[src/rtl/sgc_pkg.sv]
package sgc_pkg;
  localparam int unsigned WORD_W_DEF = 8;
  localparam int unsigned CODE_MIN_DEF = 1;
  localparam int unsigned CODE_MAX_DEF = 60;
  localparam int unsigned DB_OFFSET_DEF = 29;
  localparam int unsigned SYNC_STAGES_DEF = 2;

  typedef enum logic [1:0] {
    PWR_SLEEP  = 2'b00,
    PWR_TX_OFF = 2'b01,
    PWR_TX_ON  = 2'b10
  } pwr_state_e;
endpackage

[src/rtl/sgc_sync.sv]
module sgc_sync #(
  parameter int unsigned N = 5,
  parameter int unsigned STAGES = 2,
  parameter logic [N-1:0] RST_VAL = '0
) (
  input  logic         clk_i,
  input  logic         rst_ni,
  input  logic [N-1:0] d_i,
  output logic [N-1:0] q_o
);
  for (genvar b = 0; b < N; b++) begin : g_bit
    logic [STAGES-1:0] chain_q;
    always_ff @(posedge clk_i or negedge rst_ni) begin
      if (!rst_ni) chain_q <= {STAGES{RST_VAL[b]}};
      else if (STAGES == 1) chain_q <= d_i[b];
      else chain_q <= {chain_q[STAGES-2:0], d_i[b]};
    end
    assign q_o[b] = chain_q[STAGES-1];
  end
endmodule

[src/rtl/sgc_shift.sv]
module sgc_shift #(
  parameter int unsigned WORD_W = 8,
  localparam int unsigned CNT_W = $clog2(WORD_W + 2)
) (
  input  logic              clk_i,
  input  logic              rst_ni,
  input  logic              shift_i,
  input  logic              clear_i,
  input  logic              bit_i,
  output logic [WORD_W-1:0] word_o,
  output logic [CNT_W-1:0]  count_o
);
  localparam logic [CNT_W-1:0] CNT_SAT = CNT_W'(WORD_W + 1);

  logic [WORD_W-1:0] sr_q;
  logic [CNT_W-1:0]  cnt_q;

  always_ff @(posedge clk_i or negedge rst_ni) begin
    if (!rst_ni) sr_q <= '0;
    else if (shift_i) sr_q <= {sr_q[WORD_W-2:0], bit_i};
  end

  // count saturates one past a full word so "more than a word" stays distinct
  always_ff @(posedge clk_i or negedge rst_ni) begin
    if (!rst_ni) cnt_q <= '0;
    else if (clear_i) cnt_q <= shift_i ? CNT_W'(1) : '0;
    else if (shift_i && cnt_q != CNT_SAT) cnt_q <= cnt_q + 1'b1;
  end

  assign word_o  = sr_q;
  assign count_o = cnt_q;
endmodule

[src/rtl/sgc_latch.sv]
module sgc_latch #(
  parameter int unsigned WORD_W = 8,
  parameter int unsigned CODE_MIN = 1,
  parameter int unsigned CODE_MAX = 60,
  parameter int unsigned DB_OFFSET = 29
) (
  input  logic              clk_i,
  input  logic              rst_ni,
  input  logic              load_i,
  input  logic [WORD_W-1:0] word_i,
  input  logic              full_i,
  output logic [WORD_W-1:0] code_o,
  output logic [WORD_W-1:0] db_o,
  output logic              clamp_o,
  output logic              full_o
);
  localparam logic [WORD_W-1:0] MIN_C = WORD_W'(CODE_MIN);
  localparam logic [WORD_W-1:0] MAX_C = WORD_W'(CODE_MAX);
  localparam logic [WORD_W-1:0] OFF_C = WORD_W'(DB_OFFSET);

  logic [WORD_W-1:0] raw_q;
  logic              full_q;

  always_ff @(posedge clk_i or negedge rst_ni) begin
    if (!rst_ni) begin
      raw_q  <= MIN_C;
      full_q <= 1'b0;
    end else if (load_i) begin
      raw_q  <= word_i;
      full_q <= full_i;
    end
  end

  always_comb begin
    clamp_o = 1'b0;
    code_o  = raw_q;
    if (raw_q < MIN_C) begin
      code_o  = MIN_C;
      clamp_o = 1'b1;
    end else if (raw_q > MAX_C) begin
      code_o  = MAX_C;
      clamp_o = 1'b1;
    end
  end

  assign db_o   = code_o - OFF_C;
  assign full_o = full_q;
endmodule

[src/rtl/serial_gain_port.sv]
module serial_gain_port #(
  parameter int unsigned WORD_W = sgc_pkg::WORD_W_DEF,
  parameter int unsigned CODE_MIN = sgc_pkg::CODE_MIN_DEF,
  parameter int unsigned CODE_MAX = sgc_pkg::CODE_MAX_DEF,
  parameter int unsigned DB_OFFSET = sgc_pkg::DB_OFFSET_DEF,
  parameter int unsigned SYNC_STAGES = sgc_pkg::SYNC_STAGES_DEF
) (
  input  logic              clk_i,
  input  logic              rst_ni,
  input  logic              sclk_i,
  input  logic              sdata_i,
  input  logic              load_ni,
  input  logic              tx_en_i,
  input  logic              sleep_ni,
  output logic [WORD_W-1:0] gain_code_o,
  output logic [WORD_W-1:0] gain_db_o,
  output logic              clamp_o,
  output logic              word_full_o,
  output logic [1:0]        pwr_state_o
);
  import sgc_pkg::*;

  localparam int unsigned CNT_W = $clog2(WORD_W + 2);
  localparam logic [CNT_W-1:0] CNT_FULL = CNT_W'(WORD_W);
  // bit order: sleep_n, tx_en, load_n, sdata, sclk; idle strobe is high
  localparam logic [4:0] SYNC_RST = 5'b00100;

  logic [4:0] raw_in, sync_q;
  logic       sclk_s, sdata_s, load_s, tx_s, sleep_s;
  logic       sclk_prev_q, load_prev_q;
  logic       sclk_rise, load_rise, load_fall, shift_en;
  logic [WORD_W-1:0] word;
  logic [CNT_W-1:0]  bit_cnt;
  pwr_state_e pwr_state;

  assign raw_in = {sleep_ni, tx_en_i, load_ni, sdata_i, sclk_i};

  sgc_sync #(.N(5), .STAGES(SYNC_STAGES), .RST_VAL(SYNC_RST)) i_sync (
    .clk_i (clk_i),
    .rst_ni(rst_ni),
    .d_i   (raw_in),
    .q_o   (sync_q)
  );

  assign {sleep_s, tx_s, load_s, sdata_s, sclk_s} = sync_q;

  always_ff @(posedge clk_i or negedge rst_ni) begin
    if (!rst_ni) begin
      sclk_prev_q <= 1'b0;
      load_prev_q <= 1'b1;
    end else begin
      sclk_prev_q <= sclk_s;
      load_prev_q <= load_s;
    end
  end

  assign sclk_rise = sclk_s & ~sclk_prev_q;
  assign load_rise = load_s & ~load_prev_q;
  assign load_fall = ~load_s & load_prev_q;
  // a strobe already high gates the coincident clock edge
  assign shift_en  = sclk_rise & ~load_s;

  sgc_shift #(.WORD_W(WORD_W)) i_shift (
    .clk_i  (clk_i),
    .rst_ni (rst_ni),
    .shift_i(shift_en),
    .clear_i(load_fall),
    .bit_i  (sdata_s),
    .word_o (word),
    .count_o(bit_cnt)
  );

  sgc_latch #(
    .WORD_W(WORD_W), .CODE_MIN(CODE_MIN), .CODE_MAX(CODE_MAX), .DB_OFFSET(DB_OFFSET)
  ) i_latch (
    .clk_i  (clk_i),
    .rst_ni (rst_ni),
    .load_i (load_rise),
    .word_i (word),
    .full_i (bit_cnt == CNT_FULL),
    .code_o (gain_code_o),
    .db_o   (gain_db_o),
    .clamp_o(clamp_o),
    .full_o (word_full_o)
  );

  always_comb begin
    if (!sleep_s)   pwr_state = PWR_SLEEP;
    else if (!tx_s) pwr_state = PWR_TX_OFF;
    else            pwr_state = PWR_TX_ON;
  end
  assign pwr_state_o = pwr_state;
endmodule

[config.mk]
export PLATFORM = sky130hd
export DESIGN_NAME = serial_gain_port
export DESIGN_NICKNAME = d
export VERILOG_FILES = /design/src/rtl/sgc_pkg.sv /design/src/rtl/sgc_sync.sv /design/src/rtl/sgc_shift.sv /design/src/rtl/sgc_latch.sv /design/src/rtl/serial_gain_port.sv
export SDC_FILE = /design/constraint.sdc
export NUM_CORES = 1
export LEC_CHECK = 0
export BUFFER_PORTS_ARGS = -buffer_cell sky130_fd_sc_hd__buf_2
export CORE_ASPECT_RATIO = 2
export CORE_MARGIN = 3
export CORE_UTILIZATION = 25
export CTS_CLUSTER_DIAMETER = 40
export CTS_CLUSTER_SIZE = 25
export DETAILED_ROUTE_END_ITERATION = 6
export PLACE_DENSITY = 0.5
export REMOVE_ABC_BUFFERS = 1
export SLEW_MARGIN = 5
export SYNTH_ARGS = -nofsm -noshare
export SYNTH_HDL_FRONTEND = slang
export SYNTH_SLANG_ARGS = --single-unit
export TNS_END_PERCENT = 20
[constraint.sdc]
create_clock -name clk_i -period 2.28 [get_ports clk_i]
set_clock_uncertainty 0.05 [all_clocks]
set_input_delay 0 -clock clk_i [delete_from_list [all_inputs] [get_ports clk_i]]
set_output_delay 0 -clock clk_i [all_outputs]
set_load 0.05 [all_outputs]
==> reports/results.txt, run 1 <==
status -> completed
Post-Syn Area -> 0.00143 mm²
setup slack, reg-to-reg -> 0.68 ns
Ys Warns -> 0
Placed Cells -> 218
final WL -> 2800 µm
CTS max path bufs -> 2
Post-synth EDFFs -> 0
reg-to-reg critical path startpoint -> i_sync.g_bit[2].chain_q[1]$_DFF_PN1_
wire per inst -> 12.1 µm
CTS tree -> done
sequential area share after synthesis -> 0.579
Pwr Density -> 1380 mW/mm²
largest fanout on the critical path -> 7
DRT Pass-1 Iters -> 4
CP Launch Point -> i_latch.raw_q[2]$_DFFE_PN0P_
post-layout power -> 2540 µW
max_cap viols -> 0
Port Buffer Count -> 24
worst skew pair latency -> 0.28 ns
Final nets -> 182
RD Place Congestion -> 0.761
row cnt -> 38
DR top layer -> met4
WP data required -> 2.23 ns
share of layout cells above drive strength 1 -> 0.331
RSZ-0062 raised after global routing -> no
Main synth FF type -> dfrtp_1
met3 wire length -> 132 µm
TritonCTS Buffers -> 5
Iter 0 DRT Violations -> 26
r2r worst-path depth -> 3
DRT antenna net count -> 0
CP Launch Type -> flop
fmax -> 461 MHz
Worst Hold Class -> input pin to async pin
worst slew pin tran -> 0.715 ns
Distinct cells, synth -> 32
Seq cells post-synth -> 33
Slew Limit Headroom -> 0.524
RR Endpoint -> i_shift.count_o[2]$_DFFE_PN0P_
IO Count -> 27
Hold Vio Cnt, Final -> 0
fin cells -> 232
metal2 WL -> 1650 µm
CP arrival -> 2.12 ns
antenna violations before repair -> 0
mean post-synth cell area -> 10.7 µm²
DRT met1 WL -> 952 µm
DIE AREA -> 0.00674 mm²
die width -> 59.6 µm
Post-synth ARST share -> 1.00
Crit. End Element -> output pin
via count -> 1045
Area Growth Syn to Fin -> 27.9%
CTS sink cnt -> 33
Starting Density -> 0.262
Setup Viol. Count Final -> 0
root buffer cell -> clkbuf_8
Core Area -> 0.00547 mm²
setup bufs post-CTS -> 0
Setup CP Type -> flop to output pin
Core Util, Final -> 0.335
Synth Instances -> 134
# DRC -> 0
htree depth -> 2
largest cells by area after synthesis -> dfrtp_1 (51%), dfstp_2 (7.3%), nand2_1 (7.1%), mux2_2 (6.3%), ha_1 (3.5%)
ANT cells -> 0
maximum number of pins on one net before global-route repair -> 34
area leader, netlist -> dfrtp_1
Filler Cell Count -> 569
top cells by count, synth -> dfrtp_1 (29), nand2_1 (27), mux2_2 (8), o21ai_0 (8)
dpl hpwl -> 2060 µm
number of global-route vias before repair -> 1036
P_leak -> 0.000891 µW
clock slew at reported path FFs -> 0.07 ns
Total GRT Usage -> 0.0903
Max Slew Vio Count -> 0
Final Cycle Share -> 0.951
worst vdd ir -> 1.21 mV
share of the synthesized area in the top cell type -> 0.506
first-pass GRT wire length -> 4550 µm
minimum clock period after layout -> 2.17 ns
Die H -> 113 µm
Overflow after GRT -> 0
most numerous cell in the Yosys netlist -> dfrtp_1
Vias/cell -> 4.50
-- worst max path at each step --
| stage | endpoint | slack [ns] | cells past startpoint |
|---|---|---|---|
| floorplan | gain_db_o[2] | -0.71 | 5 |
| global placement | gain_db_o[4] | 0.25 | 7 |
| detailed placement | gain_db_o[4] | 0.20 | 7 |
| CTS | gain_db_o[4] | 0.004 | 7 |
| global route | gain_db_o[4] | 0.02 | 7 |
| finish | gain_db_o[4] | 0.11 | 7 |
-- registers in the layout, summed over array words and instances, names as in the netlist --
register              count
i_sync.g_bit.chain_q     10
i_latch.raw_q             8
i_shift.word_o            8
i_shift.count_o           4
i_latch.full_o            1
load_prev_q               1
sclk_prev_q               1
-- cells in the final DEF (no fill, tap or decap), drive strengths merged, types with 2 or more instances in the layout --
cell type	synthesis	final
dfrtp	29	29
buf	2	28
nand2	27	27
mux2	8	8
o21ai	8	8
inv	6	6
dlygate4sd3	0	6
nor2	6	6
a21oi	6	6
or3	5	5
clkbuf	3	5
dfstp	4	4
ha	4	4
and2	3	3
nor2b	3	3
or2	2	2
nand3	2	2
conb	1	2
or4	2	2
-- through the flow --
stage	hold WS (ns)	setup WS (ns)	setup TNS [ns]	instance area, µm²
floorplan	-0.346	-0.705	-2.00	1410
global placement	0.0552	0.247	0	1640
detailed placement	0.0533	0.201	0	1640
CTS	0.279	0.00355	0	1820
global route	0.293	0.0210	0	1830
finish	0.255	0.111	0	1830
-- what timing repair did --
action	4_1_cts	5_1_grt
setup endpoints to repair	2	4
gates resized for setup	4	6
hold buffers	6	0
endpoints found under the hold margin	34	0
-- final cells by class --
class | count | area, µm² | area share
clock buffer | 5 | 68.8 | 0.0375
clock inverter | 3 | 46.3 | 0.0252
inverter | 6 | 22.5 | 0.0123
multi-input combinational | 91 | 569 | 0.310
sequential | 33 | 833 | 0.454
tap | 60 | 75.1 | 0.0409
timing repair buffer | 34 | 219 | 0.119
-- logic make-up after synthesis --
logic type | Yosys count | synth area share
AO/OA/AOI/OAI | 18 | 0.0716
AND/OR/NAND/NOR | 58 | 0.208
adder cells (fa/ha/maj) | 4 | 0.0349
multiplexers | 8 | 0.0628
XOR/XNOR | 1 | 0.00611
flip-flops | 33 | 0.579
other | 1 | 0.00262
buffers and inverters | 11 | 0.0349
-- critical path: stages (launching register included) --
cell     delay, ns
dfrtp_2       0.44
or4_4         0.55
nor2_2        0.12
o21ai_1       0.09
ha_2          0.23
nor2_1        0.10
o22a_1        0.15
buf_6         0.15
-- metal layers --
| layer | GRT usage | up-vias |
|---|---|---|
| met5 | 0 | - |
| met4 | 0.0444 | 0 |
| met3 | 0.0251 | 7 |
| met1 | 0.0806 | 495 |
| met2 | 0.172 | 25 |
| li1 | - | 518 |
-- where the power goes --
part           switching (µW)  internal (µW)  total, µW  leakage (µW)
registers                78.3            674        752      0.000412
logic                     896            342       1240      0.000425
clock network             219            327        546     0.0000543
total                    1190           1340       2540      0.000891
(Power assumes the default switching activity.)
==> inputs of run 2 (changes only) <==
Settings changed: SYNTH_HIERARCHICAL set to 1.
==> reports/results.txt, run 2 <==
status -> completed (unchanged)
Overflow after GRT -> 0 (unchanged)
Seq cells post-synth -> 33 (unchanged)
Vias/cell -> 4.70 (was 4.50)
maximum number of pins on one net before global-route repair -> 34 (unchanged)
mean post-synth cell area -> 12.6 µm² (was 10.7 µm²)
most common cell after layout, fill and taps aside -> dfrtp_1
most frequent cells in the layout -> dfrtp_1 (28), buf_2 (23), mux2_2 (18) (was nand2_1 (27), dfrtp_1 (27), buf_2 (22))
Synth Instances -> 117 (was 134)
max reg flops -> 10 (unchanged)
wire per inst -> 12.5 µm (was 12.1 µm)
largest fanout on the critical path -> 8 (was 7)
DIE AREA -> 0.00690 mm² (was 0.00674 mm²)
Distinct cells, synth -> 34 (was 32)
Setup CP Type -> flop to output pin (unchanged)
Setup Viol. Count Final -> 0 (unchanged)
Max Slew Vio Count -> 0 (unchanged)
Main synth FF type -> dfrtp_1 (unchanged)
TritonCTS Buffers -> 5 (unchanged)
Post-synth ARST share -> 1.00 (unchanged)
CP arrival -> 2.11 ns (was 2.12 ns)
largest cells by area after synthesis -> dfrtp_1 (49%), mux2_2 (14%), dfstp_2 (7.1%), buf_4 (4.1%), ha_1 (2.5%) (was dfrtp_1 (51%), dfstp_2 (7.3%), nand2_1 (7.1%), mux2_2 (6.3%), ha_1 (3.5%))
dpl hpwl -> 2000 µm (was 2060 µm)
worst slew pin tran -> 0.715 ns (about the same)
area leader, netlist -> dfrtp_1 (unchanged)
htree depth -> 2 (unchanged)
top cells by count, synth -> dfrtp_1 (29), mux2_2 (18), buf_4 (8), a21oi_1 (6), nor2_1 (6) (was dfrtp_1 (29), nand2_1 (27), mux2_2 (8), o21ai_0 (8))
Post-Syn Area -> 0.00147 mm² (was 0.00143 mm²)
worst skew pair latency -> 0.27 ns (was 0.28 ns)
minimum clock period after layout -> 2.16 ns (was 2.17 ns)
Slew Limit Headroom -> 0.523 (was 0.524)
fmax -> 463 MHz (was 461 MHz)
Hold Vio Cnt, Final -> 0 (unchanged)
row cnt -> 39 (was 38)
RD Place Congestion -> 0.799 (was 0.761)
root buffer cell -> clkbuf_16 (was clkbuf_8)
die width -> 60.3 µm (was 59.6 µm)
IO Count -> 27 (unchanged)
Final nets -> 159 (was 182)
Ys Warns -> 6 (was 0)
sequential area share after synthesis -> 0.564 (was 0.579)
CTS tree -> done (unchanged)
Iter 0 DRT Violations -> 56 (was 26)
number of global-route vias before repair -> 1011 (was 1036)
Starting Density -> 0.258 (was 0.262)
ANT cells -> 0 (unchanged)
clock slew at reported path FFs -> 0.05 ns (was 0.07 ns)
share of the synthesized area in the top cell type -> 0.493 (was 0.506)
DRT Pass-1 Iters -> 4 (unchanged)
max_cap viols -> 0 (unchanged)
Worst Hold Class -> input pin to async pin (unchanged)
worst path cell trace -> or3_4 -> nor2_2 -> o2111ai_2 -> ha_4 -> inv_1 -> a31oi_1 -> a21oi_1 -> buf_4 (was or4_4 -> nor2_2 -> o21ai_1 -> ha_2 -> nor2_1 -> o22a_1 -> buf_6)
antenna violations before repair -> 0 (unchanged)
Core Area -> 0.00571 mm² (was 0.00547 mm²)
Placed Cells -> 196 (was 218)
Filler Cell Count -> 556 (was 569)
final WL -> 2630 µm (was 2800 µm)
Worst Path Buf+Inv -> 2 (was 1)
RSZ-0062 raised after global routing -> no (unchanged)
# DRC -> 0 (unchanged)
WP data required -> 2.23 ns (about the same)
CTS sink cnt -> 33 (unchanged)
most flop-heavy register -> i_sync/g_bit.chain_q (was i_sync.g_bit.chain_q)
first-pass GRT wire length -> 4460 µm (was 4550 µm)
fin cells -> 211 (was 232)
setup ws final -> 0.122 ns (was 0.111 ns)
hold_ws -> 0.267 ns (was 0.255 ns)
Post-synth EDFFs -> 0 (unchanged)
Setup WS pre-CTS -> 0.253 ns (was 0.201 ns)
Max stage delay cell, worst path -> dfrtp_2 (was or4_4)
share of layout cells above drive strength 1 -> 0.427 (was 0.331)
Top delay family on crit path -> simple AND/OR/NAND/NOR gates (unchanged)
Crit. End Element -> output pin (unchanged)
CP Launch Type -> flop (unchanged)
Die H -> 115 µm (was 113 µm)
Port Buffer Count -> 24 (unchanged)
DRT antenna net count -> 0 (unchanged)
most numerous cell in the Yosys netlist -> dfrtp_1 (unchanged)
Total GRT Usage -> 0.0867 (was 0.0903)
Final Cycle Share -> 0.946 (was 0.951)
Area Growth Syn to Fin -> 26.4% (was 27.9%)
biggest cell delay along the critical path -> 0.45 ns (was 0.55 ns)
CTS max path bufs -> 2 (unchanged)
via count -> 991 (was 1045)
==> run 2: cell count changes after synthesis, sizes merged, moves of 2 or more <==
cell | before | now
inv | 6 | 4
and2 | 3 | 1
buf | 2 | 10
mux2 | 8 | 18
nand2b | 0 | 2
o21ai | 8 | 2
clkbuf | 3 | 0
nand2 | 27 | 3
or4 | 2 | 0
o311ai | 0 | 2
nand4 | 0 | 2
==> run 2: per-stage QoR <==
step                      utilization  setup TNS (ns)  cell area, µm²
after CTS                       0.321               0            1830
final                           0.326               0            1860
after detailed placement        0.285               0            1630
after global placement          0.285               0            1630
after global routing            0.326               0            1860
after floorplan                     -           -1.58            1410
==> run 2: logic make-up (layout without fill, tap and decap cells) <==
logic type / count (synthesis) / after routing / share of synthesized area
AO/OA/AOI/OAI: 16 / 16 / 0.0790
XOR/XNOR: 2 / 2 / 0.0119
adder cells (fa/ha/maj): 3 / 3 / 0.0255
buffers and inverters: 14 / 46 / 0.0578
flip-flops: 33 / 33 / 0.564
multiplexers: 18 / 18 / 0.138
other: 1 / 2 / 0.00255
AND/OR/NAND/NOR: 30 / 30 / 0.121
==> run 2: area by class of cell <==
type,count,area (µm²),share of cell area
Clock buffer,8,146,0.0786
Inverter,4,15.0,0.00806
Sequential cell,33,832,0.447
Tap cell,61,76.3,0.0410
Timing Repair Buffer,34,213,0.114
Multi-Input combinational cell,71,579,0.311
==> run 2: worst paths after layout <==
kind                                                       from                              endpoint  slack, ns  depth (start not counted)
max reg2reg                i_sync/g_bit[2].chain_q[1]$_DFF_PN1_         i_shift/word_o[0]$_DFFE_PN0P_       0.57                          3
max in group asynchronous                                rst_ni          i_latch/raw_q[2]$_DFFE_PN0P_       1.41                          2
min in group clk_i         i_sync/g_bit[4].chain_q[0]$_DFF_PN0_  i_sync/g_bit[4].chain_q[1]$_DFF_PN0_       0.29                          0
min                                                      rst_ni        i_shift/count_o[3]$_DFFE_PN0P_       0.27                          2
min reg2reg                i_sync/g_bit[4].chain_q[0]$_DFF_PN0_  i_sync/g_bit[4].chain_q[1]$_DFF_PN0_       0.29                          0
max                                i_latch/raw_q[2]$_DFFE_PN0P_                          gain_db_o[4]       0.12                          8
==> run 2: layer usage <==
layer  vias up  part of all wire  track usage
met3         7             0.062       0.0260
met4         0             0.030       0.0488
met5         -                 0            0
li1        465                 -            -
met2        33              0.59        0.163
met1       486              0.32       0.0749
==> run 2: what timing repair did <==
item / in CTS / in global routing
setup endpoints to repair: 1 / 2
hold endpoints to repair: 34 / 0
hold buffers: 6 / 0
buffers inserted: 0 / 1
pin swaps: 0 / 1
gates resized for setup: 1 / 4
Power of run 2 is left out: the tool's default activity adds up to more than one toggle a clock period on the data nets, which glitch-free logic cannot reach.
==> inputs of run 3 (changes only) <==
Settings changed: ABC_AREA set to 1.
==> reports/results.txt, run 3 <==
Post-synth ARST share -> 1.00 (unchanged)
first-pass GRT wire length -> 4470 µm (was 4460 µm)
P_leak -> 0.000966 µW
dpl hpwl -> 1980 µm (was 2000 µm)
antenna violations before repair -> 0 (unchanged)
Pwr Density -> 1220 mW/mm²
Final Cycle Share -> 0.911 (was 0.946)
# DRC -> 0 (unchanged)
CP Launch Type -> flop (unchanged)
Placed Cells -> 243 (was 196)
Post-Syn Area -> 0.00154 mm² (was 0.00147 mm²)
setup TNS -> 0 ns (unchanged)
Iter 0 DRT Violations -> 16 (was 56)
Filler Cell Count -> 615 (was 556)
Hold Vio Cnt, Final -> 0 (unchanged)
minimum clock period after layout -> 2.08 ns (was 2.16 ns)
IO Count -> 27 (unchanged)
Setup Viol. Count Final -> 0 (unchanged)
Vias/cell -> 4.30 (was 4.70)
Worst Hold Class -> input pin to async pin (unchanged)
max reg flops -> 10 (unchanged)
clock slew at reported path FFs -> 0.05 ns (about the same)
maximum number of pins on one net before global-route repair -> 34 (unchanged)
Final nets -> 207 (was 159)
Max Slew Vio Count -> 0 (unchanged)
Overflow after GRT -> 0 (unchanged)
number of global-route vias before repair -> 1090 (was 1011)
Core Area -> 0.00586 mm² (was 0.00571 mm²)
largest fanout on the critical path -> 5 (was 8)
Total GRT Usage -> 0.0849 (was 0.0867)
RSZ-0062 raised after global routing -> no (unchanged)
top cells by count, synth -> dfrtp_1 (29), nand2_1 (28), inv_1 (27), nor2_1 (16), o21ai_0 (8) (was dfrtp_1 (29), mux2_2 (18), buf_4 (8), a21oi_1 (6), nor2_1 (6))
sequential area share after synthesis -> 0.539 (was 0.564)
CTS sink cnt -> 33 (unchanged)
worst slew pin tran -> 0.715 ns (about the same)
worst skew pair latency -> 0.27 ns (about the same)
Setup CP Type -> flop to output pin (unchanged)
hold_ws -> 0.259 ns (was 0.267 ns)
max_cap viols -> 0 (unchanged)
DRT Pass-1 Iters -> 4 (unchanged)
Synth Instances -> 165 (was 117)
fin area -> 0.00193 mm² (was 0.00186 mm²)
mean post-synth cell area -> 9.34 µm² (was 12.6 µm²)
CTS max path bufs -> 2 (unchanged)
Main synth FF type -> dfrtp_1 (unchanged)
Starting Density -> 0.263 (was 0.258)
area leader, netlist -> dfrtp_1 (unchanged)
share of layout cells above drive strength 1 -> 0.298 (was 0.427)
via count -> 1114 (was 991)
wire per inst -> 10.3 µm (was 12.5 µm)
RD Place Congestion -> 0.772 (was 0.799)
root buffer cell -> clkbuf_16 (unchanged)
fin cells -> 259 (was 211)
worst vdd ir -> 0.557 mV
DRT antenna net count -> 0 (unchanged)
htree depth -> 2 (unchanged)
fmax -> 482 MHz (was 463 MHz)
die width -> 61.5 µm (was 60.3 µm)
ANT cells -> 0 (unchanged)
Post-synth EDFFs -> 0 (unchanged)
most frequent cells in the layout -> dfrtp_1 (29), nand2_1 (28), inv_1 (27) (was dfrtp_1 (28), buf_2 (23), mux2_2 (18))
most common cell after layout, fill and taps aside -> dfrtp_1 (unchanged)
Distinct cells, synth -> 29 (was 34)
Seq cells post-synth -> 33 (unchanged)
largest cells by area after synthesis -> dfrtp_1 (47%), dfstp_2 (6.8%), nand2_1 (6.8%), inv_1 (6.6%), mux2_2 (4.4%) (was dfrtp_1 (49%), mux2_2 (14%), dfstp_2 (7.1%), buf_4 (4.1%), ha_1 (2.5%))
status -> completed (unchanged)
DIE AREA -> 0.00720 mm² (was 0.00690 mm²)
most flop-heavy register -> i_sync/g_bit.chain_q (unchanged)
final WL -> 2660 µm (was 2630 µm)
TritonCTS Buffers -> 5 (unchanged)
CP arrival -> 2.03 ns (was 2.11 ns)
Area Growth Syn to Fin -> 25.3% (was 26.4%)
Ys Warns -> 6 (unchanged)
WP data required -> 2.23 ns (about the same)
area post-placement -> 0.00168 mm² (was 0.00163 mm²)
row cnt -> 39 (unchanged)
Port Buffer Count -> 24 (unchanged)
Die H -> 117 µm (was 115 µm)
most numerous cell in the Yosys netlist -> dfrtp_1 (unchanged)
CTS tree -> done (unchanged)
Slew Limit Headroom -> 0.524 (was 0.523)
share of the synthesized area in the top cell type -> 0.471 (was 0.493)
Crit. End Element -> output pin (unchanged)
run 3: repair_timing:
action | 4_1_cts | 5_1_grt
endpoints found under the hold margin | 34 | 0
setup buffers | 0 | 2
resized for setup | 0 | 1
setup endpoints to repair | 0 | 2
hold buffers | 6 | 0
run 3: layout make-up:
class	count	area (µm²)	share of cell area
sequential	33	831	0.430
multi-input combinational	92	519	0.269
timing repair buffer	34	213	0.110
clock buffer	6	139	0.0719
inverter	31	116	0.0602
tap	61	76.3	0.0395
clock inverter	2	37.5	0.0194
run 3: logic make-up (layout without fill, tap and decap cells):
group | Yosys count | count (layout) | share of synthesized area
DFF | 33 | 33 | 0.539
xor gates and xnor gates | 2 | 2 | 0.0114
and+or+nand+nor | 59 | 59 | 0.176
muxes | 6 | 6 | 0.0438
other | 1 | 2 | 0.00243
AOI/OAI and AO/OA | 20 | 20 | 0.0763
adders and majority gates | 3 | 3 | 0.0244
buffers and inverters | 41 | 73 | 0.127
run 3: path summary, 6_finish.rpt:
path	start	to	slack (ns)	cells past startpoint
max reg2reg	i_sync/g_bit[2].chain_q[1]$_DFF_PN1_	i_shift/word_o[7]$_DFFE_PN0P_	0.83	4
max in group asynchronous	rst_ni	i_sync/g_bit[1].chain_q[0]$_DFF_PN0_	1.46	2
min	rst_ni	i_shift/count_o[3]$_DFFE_PN0P_	0.26	2
min in group clk_i	i_sync/g_bit[4].chain_q[0]$_DFF_PN0_	i_sync/g_bit[4].chain_q[1]$_DFF_PN0_	0.29	0
max	i_latch/raw_q[6]$_DFFE_PN0P_	gain_db_o[6]	0.20	11
min reg2reg	i_sync/g_bit[4].chain_q[0]$_DFF_PN0_	i_sync/g_bit[4].chain_q[1]$_DFF_PN0_	0.29	0
run 3: power breakdown:
part | total, µW | internal [µW] | switching [µW]
Combinational | 805 | 224 | 581
Clock | 778 | 544 | 234
Sequential | 777 | 690 | 86.8
Total | 2360 | 1460 | 902
run 3: metrics by stage:
step           setup slack [ns]   util  power, µW
2_1_floorplan            -0.422      -       1390
3_3_place_gp              0.347  0.287       1560
3_5_place_dp              0.341  0.287       1570
4_1_cts                  0.0481  0.327       2380
5_1_grt                  0.0370  0.330       2500
6_report                  0.204  0.330       2360
run 3: per-layer routing:
metal  up-vias  GRT usage  part of all wire
li1        563          -                 -
met1       522     0.0732              0.37
met2        25      0.162              0.57
met3         4     0.0198             0.039
met4         0     0.0510             0.018
met5         -          0                 0
run 3: worst max-delay path, cell delays in order, from the launching register on:
cell     delay [ns]
dfrtp_1        0.40
nor2_4         0.15
buf_4          0.16
nand2_1        0.08
o21ai_2        0.16
inv_2          0.05
ha_1           0.18
inv_1          0.09
nand2_1        0.08
o21ai_0        0.15
inv_1          0.05
buf_2          0.20
